$ cat config.mk
export PLATFORM = sky130hd
export DESIGN_NAME = rstgate_ctrl
export DESIGN_NICKNAME = d
export VERILOG_FILES = /design/src/rtl/rstgate_pkg.sv /design/src/rtl/rstgate_regs.sv /design/src/rtl/rstgate_seq.sv /design/src/rtl/rstgate_ctrl.sv
export SDC_FILE = /design/constraint.sdc
export NUM_CORES = 1
export LEC_CHECK = 0
export BUFFER_PORTS_ARGS = -buffer_cell sky130_fd_sc_hd__buf_2
export CORE_MARGIN = 5
export CORE_UTILIZATION = 37
export DETAILED_ROUTE_END_ITERATION = 6
export PLACE_DENSITY = 0.85
export SYNTH_ARGS = -nofsm -noshare
export SYNTH_HDL_FRONTEND = slang
export SYNTH_SLANG_ARGS = --single-unit
$ cat constraint.sdc
create_clock -name clk_i -period 3.9 [get_ports clk_i]
set_clock_uncertainty 0.05 [all_clocks]
set_input_delay 0.195 -clock clk_i [delete_from_list [all_inputs] [get_ports clk_i]]
set_output_delay 0.195 -clock clk_i [all_outputs]
set_load 0.01 [all_outputs]
$ cat src/rtl/rstgate_pkg.sv
`timescale 1ns/1ps
package rstgate_pkg;
  typedef enum logic [1:0] {
    SEQ_IDLE   = 2'd0,
    SEQ_PULSE  = 2'd1,
    SEQ_HOLD   = 2'd2,
    SEQ_SETTLE = 2'd3
  } seq_state_e;

  localparam int unsigned NUM_CTL = 2;  // index 0: reset bit, index 1: gate bit
  localparam int unsigned IDX_SRST = 0;
  localparam int unsigned IDX_GATE = 1;
endpackage

$ cat src/rtl/rstgate_regs.sv
`timescale 1ns/1ps
module rstgate_regs
  import rstgate_pkg::*;
(
  input  logic               clk_i,
  input  logic               rst_ni,
  input  logic               wr_i,
  input  logic               set_i,
  input  logic               clr_i,
  input  logic [NUM_CTL-1:0] wbits_i,
  input  logic               just_enable_i,
  input  logic               hw_gate_set_i,
  output logic [NUM_CTL-1:0] ctl_o
);
  logic [NUM_CTL-1:0] ctl_q, sw_nxt, ctl_nxt;

  always_comb begin
    if (wr_i)       sw_nxt = wbits_i;
    else if (set_i) sw_nxt = ctl_q | wbits_i;
    else if (clr_i) sw_nxt = ctl_q & ~wbits_i;
    else            sw_nxt = ctl_q;
  end

  // reset bit may fall but never rise in enable-only configuration
  assign ctl_nxt[IDX_SRST] = sw_nxt[IDX_SRST] & (ctl_q[IDX_SRST] | ~just_enable_i);
  // sequencer overrides software on the gate bit
  assign ctl_nxt[IDX_GATE] = sw_nxt[IDX_GATE] | hw_gate_set_i;

  always_ff @(posedge clk_i or negedge rst_ni) begin
    if (!rst_ni) ctl_q <= '1;
    else         ctl_q <= ctl_nxt;
  end

  assign ctl_o = ctl_q;
endmodule

$ cat src/rtl/rstgate_seq.sv
`timescale 1ns/1ps
module rstgate_seq
  import rstgate_pkg::*;
#(
  parameter int unsigned RST_MIN_CYC = 3,
  parameter int unsigned SETTLE_CYC  = 3
) (
  input  logic clk_i,
  input  logic rst_ni,
  input  logic srst_i,
  output logic blk_rst_o,
  output logic hw_gate_set_o,
  output logic busy_o
);
  localparam int unsigned MAX_CYC = (RST_MIN_CYC > SETTLE_CYC) ? RST_MIN_CYC : SETTLE_CYC;
  localparam int unsigned CNT_W   = (MAX_CYC < 2) ? 1 : $clog2(MAX_CYC);
  localparam logic [CNT_W-1:0] PULSE_LAST  = CNT_W'(RST_MIN_CYC - 1);
  localparam logic [CNT_W-1:0] SETTLE_LAST = CNT_W'(SETTLE_CYC - 1);

  seq_state_e       st_q, st_d;
  logic [CNT_W-1:0] cnt_q, cnt_d;

  always_comb begin
    st_d  = st_q;
    cnt_d = cnt_q;
    unique case (st_q)
      SEQ_IDLE: if (srst_i) begin
        st_d  = SEQ_PULSE;
        cnt_d = '0;
      end
      SEQ_PULSE: begin
        if (cnt_q == PULSE_LAST) begin
          st_d  = srst_i ? SEQ_HOLD : SEQ_SETTLE;
          cnt_d = '0;
        end else begin
          cnt_d = cnt_q + 1'b1;
        end
      end
      SEQ_HOLD: if (!srst_i) begin
        st_d  = SEQ_SETTLE;
        cnt_d = '0;
      end
      SEQ_SETTLE: begin
        if (srst_i) begin
          st_d  = SEQ_PULSE;
          cnt_d = '0;
        end else if (cnt_q == SETTLE_LAST) begin
          st_d  = SEQ_IDLE;
          cnt_d = '0;
        end else begin
          cnt_d = cnt_q + 1'b1;
        end
      end
      default: begin
        st_d  = SEQ_HOLD;
        cnt_d = '0;
      end
    endcase
  end

  // power-on counts as a completed reset
  always_ff @(posedge clk_i or negedge rst_ni) begin
    if (!rst_ni) begin
      st_q  <= SEQ_HOLD;
      cnt_q <= '0;
    end else begin
      st_q  <= st_d;
      cnt_q <= cnt_d;
    end
  end

  assign blk_rst_o     = (st_q == SEQ_PULSE) || (st_q == SEQ_HOLD);
  assign hw_gate_set_o = (st_q == SEQ_HOLD);
  assign busy_o        = (st_q != SEQ_IDLE);
endmodule

$ cat src/rtl/rstgate_ctrl.sv
`timescale 1ns/1ps
module rstgate_ctrl
  import rstgate_pkg::*;
#(
  parameter int unsigned DATA_W      = 32,
  parameter int unsigned SRST_BIT    = 31,
  parameter int unsigned GATE_BIT    = 30,
  parameter int unsigned RST_MIN_CYC = 3,
  parameter int unsigned SETTLE_CYC  = 3
) (
  input  logic              clk_i,
  input  logic              rst_ni,
  input  logic              wr_i,
  input  logic              set_i,
  input  logic              clr_i,
  input  logic [DATA_W-1:0] wdata_i,
  input  logic              rd_i,
  output logic [DATA_W-1:0] rdata_o,
  input  logic              just_enable_i,
  output logic              clk_en_o,
  output logic              blk_rst_o
);
  logic [NUM_CTL-1:0] wbits, ctl;
  logic               hw_gate_set, seq_busy;
  logic               wdata_unused;

  for (genvar g = 0; g < NUM_CTL; g++) begin : g_pick
    localparam int unsigned POS = (g == IDX_SRST) ? SRST_BIT : GATE_BIT;
    assign wbits[g] = wdata_i[POS];
  end
  assign wdata_unused = ^wdata_i;

  rstgate_regs u_regs (
    .clk_i         (clk_i),
    .rst_ni        (rst_ni),
    .wr_i          (wr_i),
    .set_i         (set_i),
    .clr_i         (clr_i),
    .wbits_i       (wbits),
    .just_enable_i (just_enable_i),
    .hw_gate_set_i (hw_gate_set),
    .ctl_o         (ctl)
  );

  rstgate_seq #(
    .RST_MIN_CYC (RST_MIN_CYC),
    .SETTLE_CYC  (SETTLE_CYC)
  ) u_seq (
    .clk_i         (clk_i),
    .rst_ni        (rst_ni),
    .srst_i        (ctl[IDX_SRST]),
    .blk_rst_o     (blk_rst_o),
    .hw_gate_set_o (hw_gate_set),
    .busy_o        (seq_busy)
  );

  always_comb begin
    rdata_o = '0;
    if (rd_i) begin
      rdata_o[SRST_BIT] = ctl[IDX_SRST] | seq_busy;
      rdata_o[GATE_BIT] = ctl[IDX_GATE];
    end
  end

  assign clk_en_o = ~ctl[IDX_GATE];
endmodule

# ---- After elaboration in Yosys (flattened, before gate mapping)
# Index checks and enable logic that the tools add are counted.
dict set report totals {
  ff_bits 6
  input_bits 39
  output_inout_bits 34
  word_cells 42
}
dict set report classes {
  addsub 1
  eq_ne 8
  mux 16
  bitwise 9
  reduce_logical 5
}
# cell count
set ops {}
lappend ops {{2-bit two-way mux} 13}
lappend ops {{2-bit case mux with 4 select lines} 2}
lappend ops {{2-bit equality test (second input constant)} 3}
lappend ops {{2-bit != test (second input constant)} 2}
lappend ops {{4-bit AND reduction} 1}
lappend ops {{3-bit by 2-bit != test with 1-bit output (second input constant)} 1}
lappend ops {{1-bit bitwise OR} 3}
lappend ops {{2-bit by 1-bit adder with 2-bit output (second input constant)} 1}
lappend ops {{2-bit bitwise AND} 1}
lappend ops {{2-bit by 1-bit equality test with 1-bit output (second input constant)} 1}
lappend ops {{2-bit logical NOT} 1}
lappend ops {{2-bit by 1-bit != test with 1-bit output (second input constant)} 1}
lappend ops {{1-bit NOT} 2}
lappend ops {{2-bit NOT} 1}
lappend ops {{2-bit bitwise OR} 1}
lappend ops {{2-bit AND reduction} 1}
lappend ops {{2-bit nonzero test} 1}
lappend ops {{1-bit bitwise AND} 1}
lappend ops {{1-bit logical OR} 1}
lappend ops {{1-bit two-way mux} 1}

# ---- Depth between registers and ports, before layout
dict set report depth {
  word_depth 6
  depth_mapped 6
  ltp_nobuf 6
}

# ---- Cells and area by module
# A second synthesis with hierarchy kept.
dict set report unflattened {
  hier_cells 77
  area_unflattened_um2 703.2
}
# mod instances cells_each area_per_inst_um2 seq_area_each_um2
set modules_own_cells {}
lappend modules_own_cells {rstgate_seq 1 34 345.3 101.3}
lappend modules_own_cells {rstgate_ctrl 1 34 246.5 0.0}
lappend modules_own_cells {rstgate_regs 1 9 111.4 52.6}

# ---- Worst setup path after synthesis
# OpenSTA, ideal clock, no wires.
dict set report synth_path {
  kind {flip-flop to flip-flop}
  start {reg u_seq.st_q[1]}
  end {reg u_seq.st_q[1]}
  arrival_ns 1.411
  slack_ns 2.357
  path_stages_with_launch 7
  cell_sequence {dfstp_2 inv_1 ha_1 nand2b_1 nand2_2 o21bai_4 mux2_4}
}
dict set report synth_between {
  elab_chain_len 3
  elab_cells_between_ends 10
}
# item line
set synth_rtl {}
lappend synth_rtl {{start, declared} rstgate_seq.sv:20} ;# seq_state_e st_q, st_d;
lappend synth_rtl {{start signal, assigned} rstgate_seq.sv:67} ;# st_q <= st_d;
lappend synth_rtl {{2-bit equality test, or another cell as far along} rstgate_seq.sv:26} ;# unique case (st_q)
lappend synth_rtl {{3-bit by 2-bit != test with 1-bit output (no source line), or another cell as far along} --}
lappend synth_rtl {{4-bit AND reduction (no source line)} --}
# Parallel ways exist; a longest one is shown, timed or not.
# A chain may end at the register's enable or synchronous reset.

# ---- Worst setup path after layout
dict set report layout_path {
  start {reg u_seq.st_q[1]}
  end {out rdata_o[31]}
}
dict set report layout_between {
  elab_chain_len 3
}
# item line
set layout_rtl {}
lappend layout_rtl {{2-bit nonzero test} rstgate_seq.sv:74} ;# assign busy_o = (st_q != SEQ_IDLE);
lappend layout_rtl {{1-bit bitwise OR} rstgate_ctrl.sv:60} ;# rdata_o[SRST_BIT] = ctl[IDX_SRST] | seq_busy;
lappend layout_rtl {{2-bit two-way mux} rstgate_ctrl.sv:59} ;# if (rd_i) begin
lappend layout_rtl {{end, declared} rstgate_ctrl.sv:18} ;# output logic [DATA_W-1:0] rdata_o,
# No other way between the ends.

==> results.toml <==
[setup_path]
slowest_delay_ns = 0.56
worst_setup_path_start_kind = "flop"
rrSetupSlack_ns = 2.22
cp-end-kind = "output port"
crit-reg2reg-launch = "u_seq.st_q[1]$_DFFE_PN1P_"
ff2ff_path_depth = 6
path_class = "flop to output port"
path_cells = "inv_1 > ha_1 > nand2b_1 > and2_2 > buf_2"
critical_path.max_fanout = 5
required_ns = 3.65
slowest_stage = "dfstp_2"
critical_path_arrival_ns = 1.48
r2r-end = "u_seq.st_q[1]$_DFFE_PN1P_"
cp-startpoint = "u_seq.st_q[1]$_DFFE_PN1P_"

[timing]
setup_tns_ns = 0
fin_crit_ns = 1.73
period_share_pct = 44.2
finalMaxSlewViolations = 0
fmax_mhz = 580
rsz0062_at_grt = "no"
setup_viol = 0
setup_slack_ns = 2.17
hold_viol_final = 0

[floorplanning]
dieArea_um2 = 2820
placementRows = 15
die_w_um = 53.1
pin_count = 73
start_util_pct = 39.4
die_h_um = 53.1
coreArea_um2 = 1750

[global_route]
grt_pass1_wl_um = 1470
track_usage_pct = 7.69
grt_pass1_vias = 368
grt_max_degree = 7
overflow = 0
antenna_found_initial = 0

[synthesis]
ys.warnings.count = 0
synth.distinct_cells = 27
synthTopCellsByArea = "buf_4 33%, ha_1 13%, dfstp_2 11%"
synth_mux_area_share_pct = 3.64
synth_fa_ha_area_share_pct = 12.8
synth_top_area_cell = "buf_4"
syn_inst = 75
synth_top_family_by_area = "buffers and inverters"
synth.cell_area_um2 = 687
synth_simple_gate_area_share_pct = 12.8
ys_ff_latch = 6
synth_compound_area_share_pct = 12.4
ys_seq_area_share_pct = 22.4
syn_avg_cell_area_um2 = 9.16
synth-xor-area-share_pct = 0
synth_top_area_share_pct = 32.8

[power]
seqPwrFrac_pct = 28.4
irDropWorstVdd_mv = 0.326
p_clk_share_pct = 15.2
p_int_uw = 255
switching_share_pct = 41.4
power_frac_comb_pct = 56.4
leakage_nw = 0.396
power-per-cell-area_nw_per_um2 = 623
switchingPower_uw = 180

[hold_path]
hold_end = "u_regs.ctl_o[0]$_DFF_PN1_"
min_from = "wr_i"
hp-class = "input port to flop"
holdPathStages = 2

[routing]
antenna_left = 0
viasPerCell = 3.78
drt_iter0_drc = 0
routed_wl_um = 1110
vias = 439
drt-pass1-iter-count = 1
wl_per_cell_um = 9.59
drcViolationCount = 0

[layout]
final_common_cell = "conb_1"
n_fill_cell = 181
fin_nets = 138
n_antenna_cell = 0
syn2layout_area_growth_pct = 1.64
final_cell_mix = "30 x conb_1, 12 x buf_2, 7 x ha_1, 5 x inv_1"
drive_gt1_share_pct = 29.7

[placement]
portBuffers = 12
dp_hpwl_um = 963
pre_cts_ws_ns = 2.22
globalplace.congestion = 0.675

[clocking]
clkLatencyLatePin_ns = 0.25
tritoncts = "done"
cts_resized = 0
clk_pin_slew_ns = 0.05
htree_levels = 1
cts_made_buffers = 3
cts_sinks = 6
cts_root_buffer = "clkbuf_4"
clockBufferDepth = 2

[run]
cap_violations = 0

[run_status]
status = "finished, final reports clean"
==> worst max-delay path, delay by kind of cell, from the launching register on <==
family | cells | cell delay (ns)
buffers and inverters | 2 | 0.21
AND/OR/NAND/NOR | 2 | 0.25
flip-flops | 1 | 0.56
adder cells (fa/ha/maj) | 1 | 0.20
==> how the worst max path moves through the flow <==
stage,endpoint
global route,rdata_o[31]
detailed placement,u_seq.st_q[1]$_DFFE_PN1P_
global placement,u_seq.st_q[1]$_DFFE_PN1P_
CTS,rdata_o[31]
finish,rdata_o[31]
floorplan,u_seq.st_q[1]$_DFFE_PN1P_
==> power by group through the flow <==
stage	registers, mW	logic (mW)	clock network (mW)
CTS	0.124	0.249	0.0685
global route	0.129	0.272	0.0718
detailed placement	0.125	0.247	0
global placement	0.122	0.235	0
floorplan	0.117	0.217	0
finish	0.123	0.245	0.0659
==> cell families (layout without fill, tap and decap cells) <==
group,Yosys count,in the layout
AO/OA/AOI/OAI,10,10
adder cells (fa/ha/maj),7,7
buffers and inverters,35,22
flip-flops,6,6
multiplexers,2,2
other,1,30
AND/OR/NAND/NOR,14,14
==> registers in the layout (all words and copies together) (netlist names) <==
| signal | cells |
|---|---|
| u_regs.ctl_o | 2 |
| u_seq.cnt_q | 2 |
| u_seq.st_q | 2 |
==> layout make-up <==
class                           instances  area [µm²]  area share (%)
Inverter                                5        18.8            2.69
Multi-Input combinational cell         63         398            57.0
Clock buffer                            4        26.3            3.76
Sequential cell                         6         154            22.0
Timing Repair Buffer                   13        70.1            10.0
Tap cell                               25        31.3            4.48
==> per-layer routing <==
metal | vias up | GRT usage (%) | share of wire [%]
met5 | - | 0 | 0
met4 | 0 | 3.83 | 1.3
met3 | 3 | 5.07 | 15
met2 | 25 | 11.8 | 50
met1 | 197 | 8.01 | 34
li1 | 214 | - | -
==> Yosys cell counts (all sizes together) <==
library cell   n
a2111oi        1
a211oi         2
a21o           1
a21oi          2
a221oi         1
a22o           1
and2           3
and2b          2
buf           30
conb           1
dfrtp          3
dfstp          3
ha             7
inv            5
mux2           1
mux2i          1
nand2          3
nand2b         2
nor2           1
nor3           1
nor4           1
o21ai          1
o21bai         1
or3b           1
==> metrics by stage <==
stage	instances	hold WS (ns)	area, µm²	utilization (%)	power [mW]
after floorplan	104	-0.151	796	-	0.334
after global placement	111	-0.0249	662	37.9	0.357
after detailed placement	111	-0.0176	662	37.9	0.371
after CTS	116	0.0812	698	40.0	0.441
after global routing	116	0.0988	698	40.0	0.473
final	116	0.0872	698	40.0	0.435
==> repair_timing <==
item,in CTS,in global routing
buffers inserted,0,0
hold endpoints to repair,6,0
hold buffers,1,0
No activity file was read; power rests on OpenSTA's default activity.
